File: config.mk
export PLATFORM = sky130hd
export DESIGN_NAME = bus_interrupter
export DESIGN_NICKNAME = d
export VERILOG_FILES = /design/src/rtl/bi_pkg.sv /design/src/rtl/bi_tick.sv /design/src/rtl/bi_request.sv /design/src/rtl/bi_ack.sv /design/src/rtl/bus_interrupter.sv
export SDC_FILE = /design/constraint.sdc
export NUM_CORES = 1
export LEC_CHECK = 0
export BUFFER_PORTS_ARGS = -buffer_cell sky130_fd_sc_hd__buf_4
export CAP_MARGIN = 20
export CORE_UTILIZATION = 51
export CTS_BUF_LIST = sky130_fd_sc_hd__clkbuf_4
export CTS_CLUSTER_SIZE = 25
export DETAILED_ROUTE_END_ITERATION = 8
export GPL_ROUTABILITY_DRIVEN = 0
export HOLD_SLACK_MARGIN = 0.12
export PLACE_DENSITY = 0.83
export SETUP_SLACK_MARGIN = 0.05
export SLEW_MARGIN = 20
export SYNTH_ARGS = -nofsm -noshare
export SYNTH_HDL_FRONTEND = slang
export SYNTH_HIERARCHICAL = 1
export SYNTH_SLANG_ARGS = --single-unit
export TNS_END_PERCENT = 20
File: constraint.sdc
create_clock -name clk -period 2.4 [get_ports clk]
set_clock_uncertainty 0.15 [all_clocks]
set_input_delay 0.72 -clock clk [delete_from_list [all_inputs] [get_ports clk]]
set_output_delay 0.72 -clock clk [all_outputs]
set_load 0.01 [all_outputs]
File: src/rtl/bi_pkg.sv
package bi_pkg;
  localparam int LVL_W   = 3;
  localparam int VEC_W   = 8;
  localparam int LINES   = (1 << LVL_W) - 1;
  localparam int SETUP_W = 16;

  typedef enum logic [1:0] {
    SRC_OFF  = 2'd0,
    SRC_EXT  = 2'd1,
    SRC_SW   = 2'd2,
    SRC_TICK = 2'd3
  } src_e;

  typedef enum logic [1:0] {
    AK_IDLE  = 2'd0,
    AK_DRIVE = 2'd1,
    AK_PASS  = 2'd2
  } ak_state_e;
endpackage

File: src/rtl/bi_tick.sv
module bi_tick #(
  parameter int DIV = 125000
) (
  input  logic clk,
  input  logic rst,
  output logic tick_o
);
  localparam int CW = (DIV > 2) ? $clog2(DIV) : 1;
  logic [CW-1:0] cnt_q;

  always_ff @(posedge clk) begin
    if (rst) begin
      cnt_q  <= '0;
      tick_o <= 1'b0;
    end else begin
      tick_o <= (cnt_q == CW'(DIV - 1));
      cnt_q  <= (cnt_q == CW'(DIV - 1)) ? '0 : cnt_q + 1'b1;
    end
  end

  // the tick never fires in two adjacent cycles
  p_tick_single_r5: assert property (@(posedge clk) disable iff (rst)
    tick_o |=> !tick_o);
endmodule

File: src/rtl/bi_request.sv
module bi_request
  import bi_pkg::*;
(
  input  logic             clk,
  input  logic             rst,
  input  src_e             src_q,
  input  logic             rel_ack_q,
  input  logic [LVL_W-1:0] lvl_q,
  input  logic [LVL_W-1:0] lvl_n,
  input  logic             ext_rise,
  input  logic             sw_set,
  input  logic             sw_clr,
  input  logic             tick,
  input  logic             ack_hit,
  output logic             pending_o,
  output logic [LINES-1:0] irq_drive_o
);
  logic             trig;
  logic             clr;
  logic             pend_n;
  logic [LINES-1:0] drv_n;

  always_comb begin
    unique case (src_q)
      SRC_EXT:  trig = ext_rise;
      SRC_SW:   trig = sw_set;
      SRC_TICK: trig = tick;
      default:  trig = 1'b0;
    endcase
  end

  // the clear wins over a trigger of the same cycle
  assign clr = rel_ack_q ? ack_hit : sw_clr;

  always_comb begin
    if (clr)
      pend_n = 1'b0;
    else if (trig && !pending_o && (lvl_q != '0))
      pend_n = 1'b1;
    else
      pend_n = pending_o;
  end

  for (genvar gi = 0; gi < LINES; gi++) begin : g_line
    assign drv_n[gi] = pend_n && (lvl_n == LVL_W'(gi + 1));
  end

  always_ff @(posedge clk) begin
    if (rst) begin
      pending_o   <= 1'b0;
      irq_drive_o <= '0;
    end else begin
      pending_o   <= pend_n;
      irq_drive_o <= drv_n;
    end
  end

  p_line_onehot_r3: assert property (@(posedge clk) disable iff (rst)
    $onehot0(irq_drive_o));
  p_level_zero_r3: assert property (@(posedge clk) disable iff (rst)
    (lvl_q == '0) |-> (irq_drive_o == '0));
  p_hold_pending_r6: assert property (@(posedge clk) disable iff (rst)
    (pending_o && !clr) |=> pending_o);
  p_clear_wins_r12: assert property (@(posedge clk) disable iff (rst)
    clr |=> !pending_o);
endmodule

File: src/rtl/bi_ack.sv
module bi_ack
  import bi_pkg::*;
#(
  parameter int DTACK_DLY = 2
) (
  input  logic             clk,
  input  logic             rst,
  input  logic             as_n,
  input  logic             iack_n,
  input  logic             iackin_n,
  input  logic [LVL_W-1:0] addr,
  input  logic [LVL_W-1:0] lvl,
  input  logic [VEC_W-1:0] vec,
  input  logic             pending,
  output logic             ack_hit,
  output logic             data_oe,
  output logic [VEC_W-1:0] data_o,
  output logic             dtack_o,
  output logic             iackout_n
);
  localparam int CW = $clog2(DTACK_DLY + 1);

  logic             s_as, s_iack, s_iackin;
  logic [LVL_W-1:0] s_addr;
  logic             cyc_on;
  ak_state_e        state_q;
  logic [CW-1:0]    cnt_q;

  always_ff @(posedge clk) begin
    if (rst) begin
      s_as     <= 1'b0;
      s_iack   <= 1'b0;
      s_iackin <= 1'b0;
      s_addr   <= '0;
    end else begin
      s_as     <= !as_n;
      s_iack   <= !iack_n;
      s_iackin <= !iackin_n;
      s_addr   <= addr;
    end
  end

  assign cyc_on  = s_as && s_iack && s_iackin;
  assign ack_hit = (state_q == AK_IDLE) && cyc_on && pending &&
                   (lvl != '0) && (s_addr == lvl);

  always_ff @(posedge clk) begin
    if (rst) begin
      state_q   <= AK_IDLE;
      cnt_q     <= '0;
      data_oe   <= 1'b0;
      data_o    <= '0;
      dtack_o   <= 1'b0;
      iackout_n <= 1'b1;
    end else begin
      unique case (state_q)
        AK_IDLE: begin
          if (ack_hit) begin
            state_q <= AK_DRIVE;
            data_oe <= 1'b1;
            data_o  <= vec;
            cnt_q   <= '0;
          end else if (cyc_on) begin
            state_q   <= AK_PASS;
            iackout_n <= 1'b0;
          end
        end
        AK_DRIVE: begin
          if (!s_as) begin
            state_q <= AK_IDLE;
            data_oe <= 1'b0;
            data_o  <= '0;
            dtack_o <= 1'b0;
          end else if (cnt_q == CW'(DTACK_DLY - 1)) begin
            dtack_o <= 1'b1;
          end else begin
            cnt_q <= cnt_q + 1'b1;
          end
        end
        AK_PASS: begin
          if (!s_iackin || !s_as) begin
            state_q   <= AK_IDLE;
            iackout_n <= 1'b1;
          end
        end
        default: state_q <= AK_IDLE;
      endcase
    end
  end

  p_dtack_needs_data_r8: assert property (@(posedge clk) disable iff (rst)
    dtack_o |-> data_oe);
  p_vector_stable_r8: assert property (@(posedge clk) disable iff (rst)
    (data_oe && $past(data_oe)) |-> $stable(data_o));
  p_release_on_as_r10: assert property (@(posedge clk) disable iff (rst)
    (state_q == AK_DRIVE && !s_as) |=> (!data_oe && !dtack_o));
  p_pass_excludes_drive_r11: assert property (@(posedge clk) disable iff (rst)
    data_oe |-> iackout_n);
endmodule

File: src/rtl/bus_interrupter.sv
module bus_interrupter
  import bi_pkg::*;
#(
  parameter int TICK_DIV  = 125000,
  parameter int DTACK_DLY = 2
) (
  input  logic         clk,
  input  logic         rst,
  input  logic         setup_we,
  input  logic [15:0]  setup_wdata,
  input  logic         trig_we,
  input  logic [1:0]   trig_wdata,
  input  logic         ext_in,
  input  logic         bus_as_n,
  input  logic         bus_iack_n,
  input  logic         bus_iackin_n,
  input  logic [2:0]   bus_addr,
  output logic [6:0]   irq_drive,
  output logic         data_oe,
  output logic [7:0]   data_out,
  output logic         dtack_drive,
  output logic         iackout_n
);
  src_e             src_q;
  logic             rel_q;
  logic [LVL_W-1:0] lvl_q, lvl_n;
  logic [VEC_W-1:0] vec_q;
  logic             ext_q;
  logic             tick;
  logic             pending;
  logic             ack_hit;
  logic             unused_tmo;

  assign unused_tmo = ^setup_wdata[13:12];
  assign lvl_n      = setup_we ? setup_wdata[10:8] : lvl_q;

  always_ff @(posedge clk) begin
    if (rst) begin
      src_q <= SRC_OFF;
      rel_q <= 1'b0;
      lvl_q <= '0;
      vec_q <= '0;
      ext_q <= 1'b0;
    end else begin
      ext_q <= ext_in;
      if (setup_we) begin
        src_q <= src_e'(setup_wdata[15:14]);
        rel_q <= setup_wdata[11];
        lvl_q <= setup_wdata[10:8];
        vec_q <= setup_wdata[7:0];
      end
    end
  end

  bi_tick #(.DIV(TICK_DIV)) u_tick (
    .clk    (clk),
    .rst    (rst),
    .tick_o (tick)
  );

  bi_request u_req (
    .clk         (clk),
    .rst         (rst),
    .src_q       (src_q),
    .rel_ack_q   (rel_q),
    .lvl_q       (lvl_q),
    .lvl_n       (lvl_n),
    .ext_rise    (ext_in && !ext_q),
    .sw_set      (trig_we && trig_wdata[0]),
    .sw_clr      (trig_we && trig_wdata[1]),
    .tick        (tick),
    .ack_hit     (ack_hit),
    .pending_o   (pending),
    .irq_drive_o (irq_drive)
  );

  bi_ack #(.DTACK_DLY(DTACK_DLY)) u_ack (
    .clk       (clk),
    .rst       (rst),
    .as_n      (bus_as_n),
    .iack_n    (bus_iack_n),
    .iackin_n  (bus_iackin_n),
    .addr      (bus_addr),
    .lvl       (lvl_q),
    .vec       (vec_q),
    .pending   (pending),
    .ack_hit   (ack_hit),
    .data_oe   (data_oe),
    .data_o    (data_out),
    .dtack_o   (dtack_drive),
    .iackout_n (iackout_n)
  );

  p_ack_release_r9: assert property (@(posedge clk) disable iff (rst)
    (ack_hit && rel_q) |=> (irq_drive == '0));
endmodule

Word-level counts from Yosys, hierarchy flattened
Index checks and enable logic that the tools add are counted.
{"block": "classes", "addsub": 2, "n_mul": 0, "div_mod_pow": 0, "magnitude_cmp": 0, "eq_ne": 24, "n_shift": 0, "n_mux": 26, "n_bitwise": 0, "reduce_logical": 36}
{"cell": "logical AND 1 bit", "count": 18}
{"cell": "adder 17 x 1 -> 17 bit (second input constant)", "count": 1}
{"cell": "equality test 17 bit (second input constant)", "count": 1}
{"cell": "2-to-1 mux 8 bit", "count": 2}
{"cell": "case mux 8 bit (2 select lines)", "count": 1}
{"cell": "2-to-1 mux 2 bit", "count": 7}
{"cell": "equality test 3 bit (second input constant)", "count": 4}
{"cell": "2-to-1 mux 1 bit", "count": 10}
{"cell": "inequality test 2 bit (second input constant)", "count": 5}
{"cell": "AND reduction 4 bit", "count": 2}
{"cell": "logical NOT 1 bit", "count": 7}
{"cell": "equality test 2 x 1 -> 1 bit (second input constant)", "count": 3}
{"cell": "equality test 2 bit (second input constant)", "count": 3}
{"cell": "equality test 3 x 2 -> 1 bit (second input constant)", "count": 2}
{"cell": "inequality test 2 x 1 -> 1 bit (second input constant)", "count": 3}
{"cell": "case mux 2 bit (3 select lines)", "count": 1}
{"cell": "AND reduction 3 bit", "count": 2}
{"cell": "case mux 1 bit (2 select lines)", "count": 2}
{"cell": "case mux 2 bit (2 select lines)", "count": 1}
{"cell": "nonzero test 2 bit", "count": 2}
{"cell": "equality test 3 x 1 -> 1 bit (second input constant)", "count": 1}
{"cell": "equality test 3 bit", "count": 1}
{"cell": "2-to-1 mux 3 bit", "count": 1}
{"cell": "inequality test 3 x 2 -> 1 bit (second input constant)", "count": 1}
{"cell": "7 further kinds", "count": 7}
{"block": "word_totals", "regBits": 62, "latchBits": 0, "ramBits": 0, "mem_bits_ro": 0, "in_bits": 29, "out_inout_bits": 18, "wordCells": 107, "mem_count": 0}

Depth between registers and ports, before layout
{"block": "depth", "depth_word": 9, "depth_mapped": 7, "mapped_depth_nobuf": 7}

By module
Netlist, hierarchy kept.
{"module": "bi_ack", "n_inst": 1, "cells_per_inst": 91, "area_each_um2": 869.6, "seq_area_each_um2": 420.4}
{"module": "bi_tick", "n_inst": 1, "cells_per_inst": 93, "area_each_um2": 825.8, "seq_area_each_um2": 360.3}
{"module": "bus_interrupter", "n_inst": 1, "cells_per_inst": 50, "area_each_um2": 566.8, "seq_area_each_um2": 300.3}
{"module": "bi_request", "n_inst": 1, "cells_per_inst": 28, "area_each_um2": 287.8, "seq_area_each_um2": 160.2}

Least setup slack after synthesis
No wires, ideal clock.
{"block": "synth_timing", "path_kind": "flip-flop to flip-flop", "from": "register u_ack.s_as", "to": "register u_req.irq_drive_o[1]", "setup_ns": 0.125, "arrival_time_ns": 1.918, "required_ns": 2.125, "setup_slack_ns": 0.207, "stages_incl_launch_ff": 8, "path_buffers": 0, "period_less_slack_ns": 2.193, "path_cell_list": "dfxtp_1 > nand2_2 > or4b_4 > or4_4 > inv_1 > mux2i_1 > nand2_1 > nor3_1"}
{"block": "synth_between", "elab_chain_len": 9}
{"element": "start, declared", "line": "bi_ack.sv:23", "rtl": "logic s_as, s_iack, s_iackin;"}
{"element": "start signal, assigned", "line": "bi_ack.sv:36", "rtl": "s_as <= !as_n;"}
{"element": "logical AND 1 bit (2 in a row)", "line": "bi_ack.sv:43", "rtl": "assign cyc_on = s_as && s_iack && s_iackin;"}
{"element": "logical AND 1 bit (3 in a row)", "line": "bi_ack.sv:44", "rtl": "assign ack_hit = (state_q == AK_IDLE) && cyc_on && pending &&"}
{"element": "logical AND 1 bit", "line": "bi_ack.sv:45", "rtl": "(lvl != '0) && (s_addr == lvl);"}
{"element": "named net ack_hit", "line": "bus_interrupter.sv:31", "rtl": "logic ack_hit;"}
{"element": "2-to-1 mux 1 bit", "line": "bi_request.sv:33", "rtl": "assign clr = rel_ack_q ? ack_hit : sw_clr;"}
{"element": "2-to-1 mux 1 bit", "line": "bi_request.sv:36", "rtl": "if (clr)"}
{"element": "logical AND 1 bit", "line": "bi_request.sv:45", "rtl": "assign drv_n[gi] = pend_n && (lvl_n == LVL_W'(gi + 1));"}
{"element": "end signal, assigned", "line": "bi_request.sv:54", "rtl": "irq_drive_o <= drv_n;"}
{"element": "end, declared", "line": "bi_request.sv:16", "rtl": "output logic [LINES-1:0] irq_drive_o"}
The timed path passes the listed nets, and every way through them passes these cells.
A chain may end at the register's enable or synchronous reset.

Worst setup path after layout
{"block": "layout_timing", "from": "register u_ack.s_as", "to": "register u_req.irq_drive_o[4]"}
Same word-level chain as after synthesis.

==> flow_summary.json <==
{
  "ys_seq_area_share_pct": 48.7,
  "slew_viol_final": 0,
  "htree_num_levels": 3,
  "clock-sinks": 62,
  "antenna_found_initial": 0,
  "powerDensity_nw_per_um2": 582,
  "post_drt_wl_per_cell_um": 12.2,
  "synth_area_um2": 2550,
  "cp-end-kind": "flop",
  "clk_pin_slew_ns": 0.10,
  "seqPwrFrac_pct": 61.3,
  "power.share.clock_pct": 30.6,
  "setup_tns_ns": 0,
  "regArea_um2": 1240,
  "syn2layout_area_growth_pct": 18.1,
  "ctsHoldBuffers": 0,
  "antenna_cells": 0,
  "grt_pass1_vias": 1827,
  "cts_tree": "yes",
  "hold_depth": 2,
  "pin_count": 47,
  "drc": 0,
  "ir_drop_v": 0.000400,
  "nNetsFinal": 344,
  "crit_fanout": 8,
  "ys_seq_elements": 62,
  "die_w_um": 72.7,
  "layout_commonest_cell": "dfxtp_1",
  "internal_power_w": 0.00132,
  "cts_buffers": 9,
  "wl_mm": 4.69,
  "first_pass_iters": 4,
  "die_h_um": 72.7,
  "hpwlAfterDp_mm": 3.22,
  "utilization_pct": 63.3,
  "yosysWarnings": 6,
  "p_leak_nw": 1.23,
  "grt_pass1_wl_mm": 7.68,
  "clockBufferDepth": 2,
  "swShare_pct": 24.6,
  "power_frac_comb_pct": 8.1,
  "hold_violations": 0,
  "tightest_slew_ns": 0.394,
  "final.period_utilization_pct": 92.6,
  "status": "completed",
  "async_reset_ff_share_pct": 0,
  "synth_ff_type": "dfxtp_1",
  "path_class": "flop to flop",
  "placed_cells": 368,
  "drive_above_1_share_pct": 23.0,
  "gr-total-overflow": 0,
  "required_ns": 2.53,
  "ctsRootBufferMaster": "clkbuf_4",
  "cap_violations": 0,
  "grt_max_degree": 42,
  "num_rows": 25,
  "synth_nets": 294,
  "initial_core_util_pct": 53.6,
  "rsz0062_at_grt": "no",
  "relSlewSlack_pct": 73.7,
  "timing.final.crit_period_ns": 2.22,
  "final_antenna_net_count": 0,
  "postSynthAreaPerCell_um2": 9.73,
  "drt-initial-drc-count": 108,
  "clock.fmax_mhz": 450,
  "p_switching_w": 0.000431,
  "fill_cells": 408,
  "layout_common_cells": "61 x dfxtp_1, 47 x buf_4, 38 x nor2_1, 21 x mux2i_1, 16 x nand2_1",
  "dieArea_um2": 5290,
  "postSynthCellCount": 262,
  "ys_types": 40,
  "min_path_type": "flop to flop",
  "rr_worst_depth": 7,
  "core_area_um2": 4750,
  "fin_cells": 384,
  "via_per_inst": 5.04,
  "routed-via-count": 1937,
  "multi_input_area_um2": 1200,
  "clk_latency_ns": 0.38,
  "synth-edff-count": 0,
  "setup_viol": 0,
  "arrival_ns": 2.35,
  "grt.total_usage_pct": 19.1,
  "critPathLaunchType": "flop",
  "io_buffers": 44
}
-- final cells by class --
type                            count  area share (%)
Inverter                           10            1.25
Clock buffer                        9            2.24
Multi-Input combinational cell    182            39.7
Sequential cell                    62            41.3
Clock inverter                      7            1.04
Tap cell                           67            2.78
Timing Repair Buffer               47            11.7
-- routing by layer --
metal | global-route usage, % | wire length, µm | up-vias
li1 | - | - | 1000
met1 | 20.9 | 2120 | 898
met2 | 33.6 | 2290 | 35
met3 | 7.46 | 251 | 4
met4 | 6.54 | 36 | 0
met5 | 0 | 0 | -
-- critical path, cell delays in order, from the launching register on --
cell	delay (ns)
dfxtp_2	0.38
nand2_2	0.08
or4b_4	0.53
or4_4	0.55
inv_1	0.10
mux2i_1	0.10
nand2_2	0.15
nor4_1	0.08
-- Yosys cell counts (all sizes together), types with 2 or more instances --
master	instances	area (µm²)
and2	2	12.5
nand4	7	43.8
a21oi	4	20.0
mux2	3	45.0
xnor2	13	114
o21ai	2	10.0
nor2b	10	62.6
nand2	18	70.1
dfxtp	62	1240
clkbuf	2	7.51
nand2b	10	62.6
nor3	6	30.0
buf	6	70.1
mux2i	21	210
inv	10	37.5
nand3	8	40.0
nor4	13	81.3
ha	3	37.5
nor2	38	143
nand3b	3	22.5
or3	2	12.5
or2b	2	17.5
xor2	3	26.3
or4b	2	23.8
-- flip-flops by register name (all words and copies together) (netlist names) --
signal and count:
u_ack/data_o 8, u_ack/state_q 2, u_tick/cnt_q 17, u_ack/s_as 1
u_ack/iackout_n 1, u_ack/data_oe 1, u_tick/tick_o 1, src_q 2
u_ack/dtack_o 1, vec_q 8, ext_q 1, u_ack/cnt_q 2
u_ack/s_addr 3, rel_q 1, u_ack/s_iackin 1, u_req/pending_o 1
u_req/irq_drive_o 7, u_ack/s_iack 1, lvl_q 3
-- path summary, 6_finish.rpt --
kind | endpoint | from | slack [ns]
setup / recovery | u_req/irq_drive_o[4]$_SDFF_PP0_ | u_ack/s_as$_SDFF_PP0_ | 0.18
hold / removal | u_ack/data_o[1]$_SDFFE_PP0P_ | u_ack/data_o[1]$_SDFFE_PP0P_ | 0.31
setup reg to reg | u_req/irq_drive_o[4]$_SDFF_PP0_ | u_ack/s_as$_SDFF_PP0_ | 0.18
hold reg to reg | u_ack/data_o[1]$_SDFFE_PP0P_ | u_ack/data_o[1]$_SDFFE_PP0P_ | 0.31
-- repair_timing --
item                                    CTS  global route
endpoints found under the setup margin    3             8
buffers inserted                          0             0
pin swaps                                 0             0
gates resized for setup                   1             1
-- cell families after synthesis --
kind of cell	after synthesis	synth area share, %
adder cells (fa/ha/maj)	3	1.47
flip-flops	62	48.7
buffers and inverters	18	4.51
AO/OA/AOI/OAI	15	4.17
AND/OR/NAND/NOR	124	25.7
multiplexers	24	10.0
XOR/XNOR	16	5.50
-- power by group through the flow --
stage | Combinational (W) | Clock, W | Sequential [W]
after floorplan | 0.0000955 | 0 | 0.00109
after global placement | 0.000138 | 0 | 0.00110
after detailed placement | 0.000141 | 0 | 0.00110
after CTS | 0.000142 | 0.000563 | 0.00108
after global routing | 0.000156 | 0.000602 | 0.00108
final | 0.000142 | 0.000537 | 0.00108
-- metrics by stage --
| stage | setup slack [ns] | instance area (µm²) | total power, W | hold WS (ns) |
|---|---|---|---|---|
| CTS | 0.116 | 3010 | 0.00178 | 0.305 |
| floorplan | 0.207 | 2550 | 0.00119 | 0.281 |
| global route | 0.103 | 3010 | 0.00184 | 0.294 |
| global placement | 0.151 | 2910 | 0.00123 | 0.295 |
| finish | 0.177 | 3010 | 0.00175 | 0.314 |
| detailed placement | 0.0731 | 2910 | 0.00124 | 0.302 |
(Power assumes the default switching activity.)
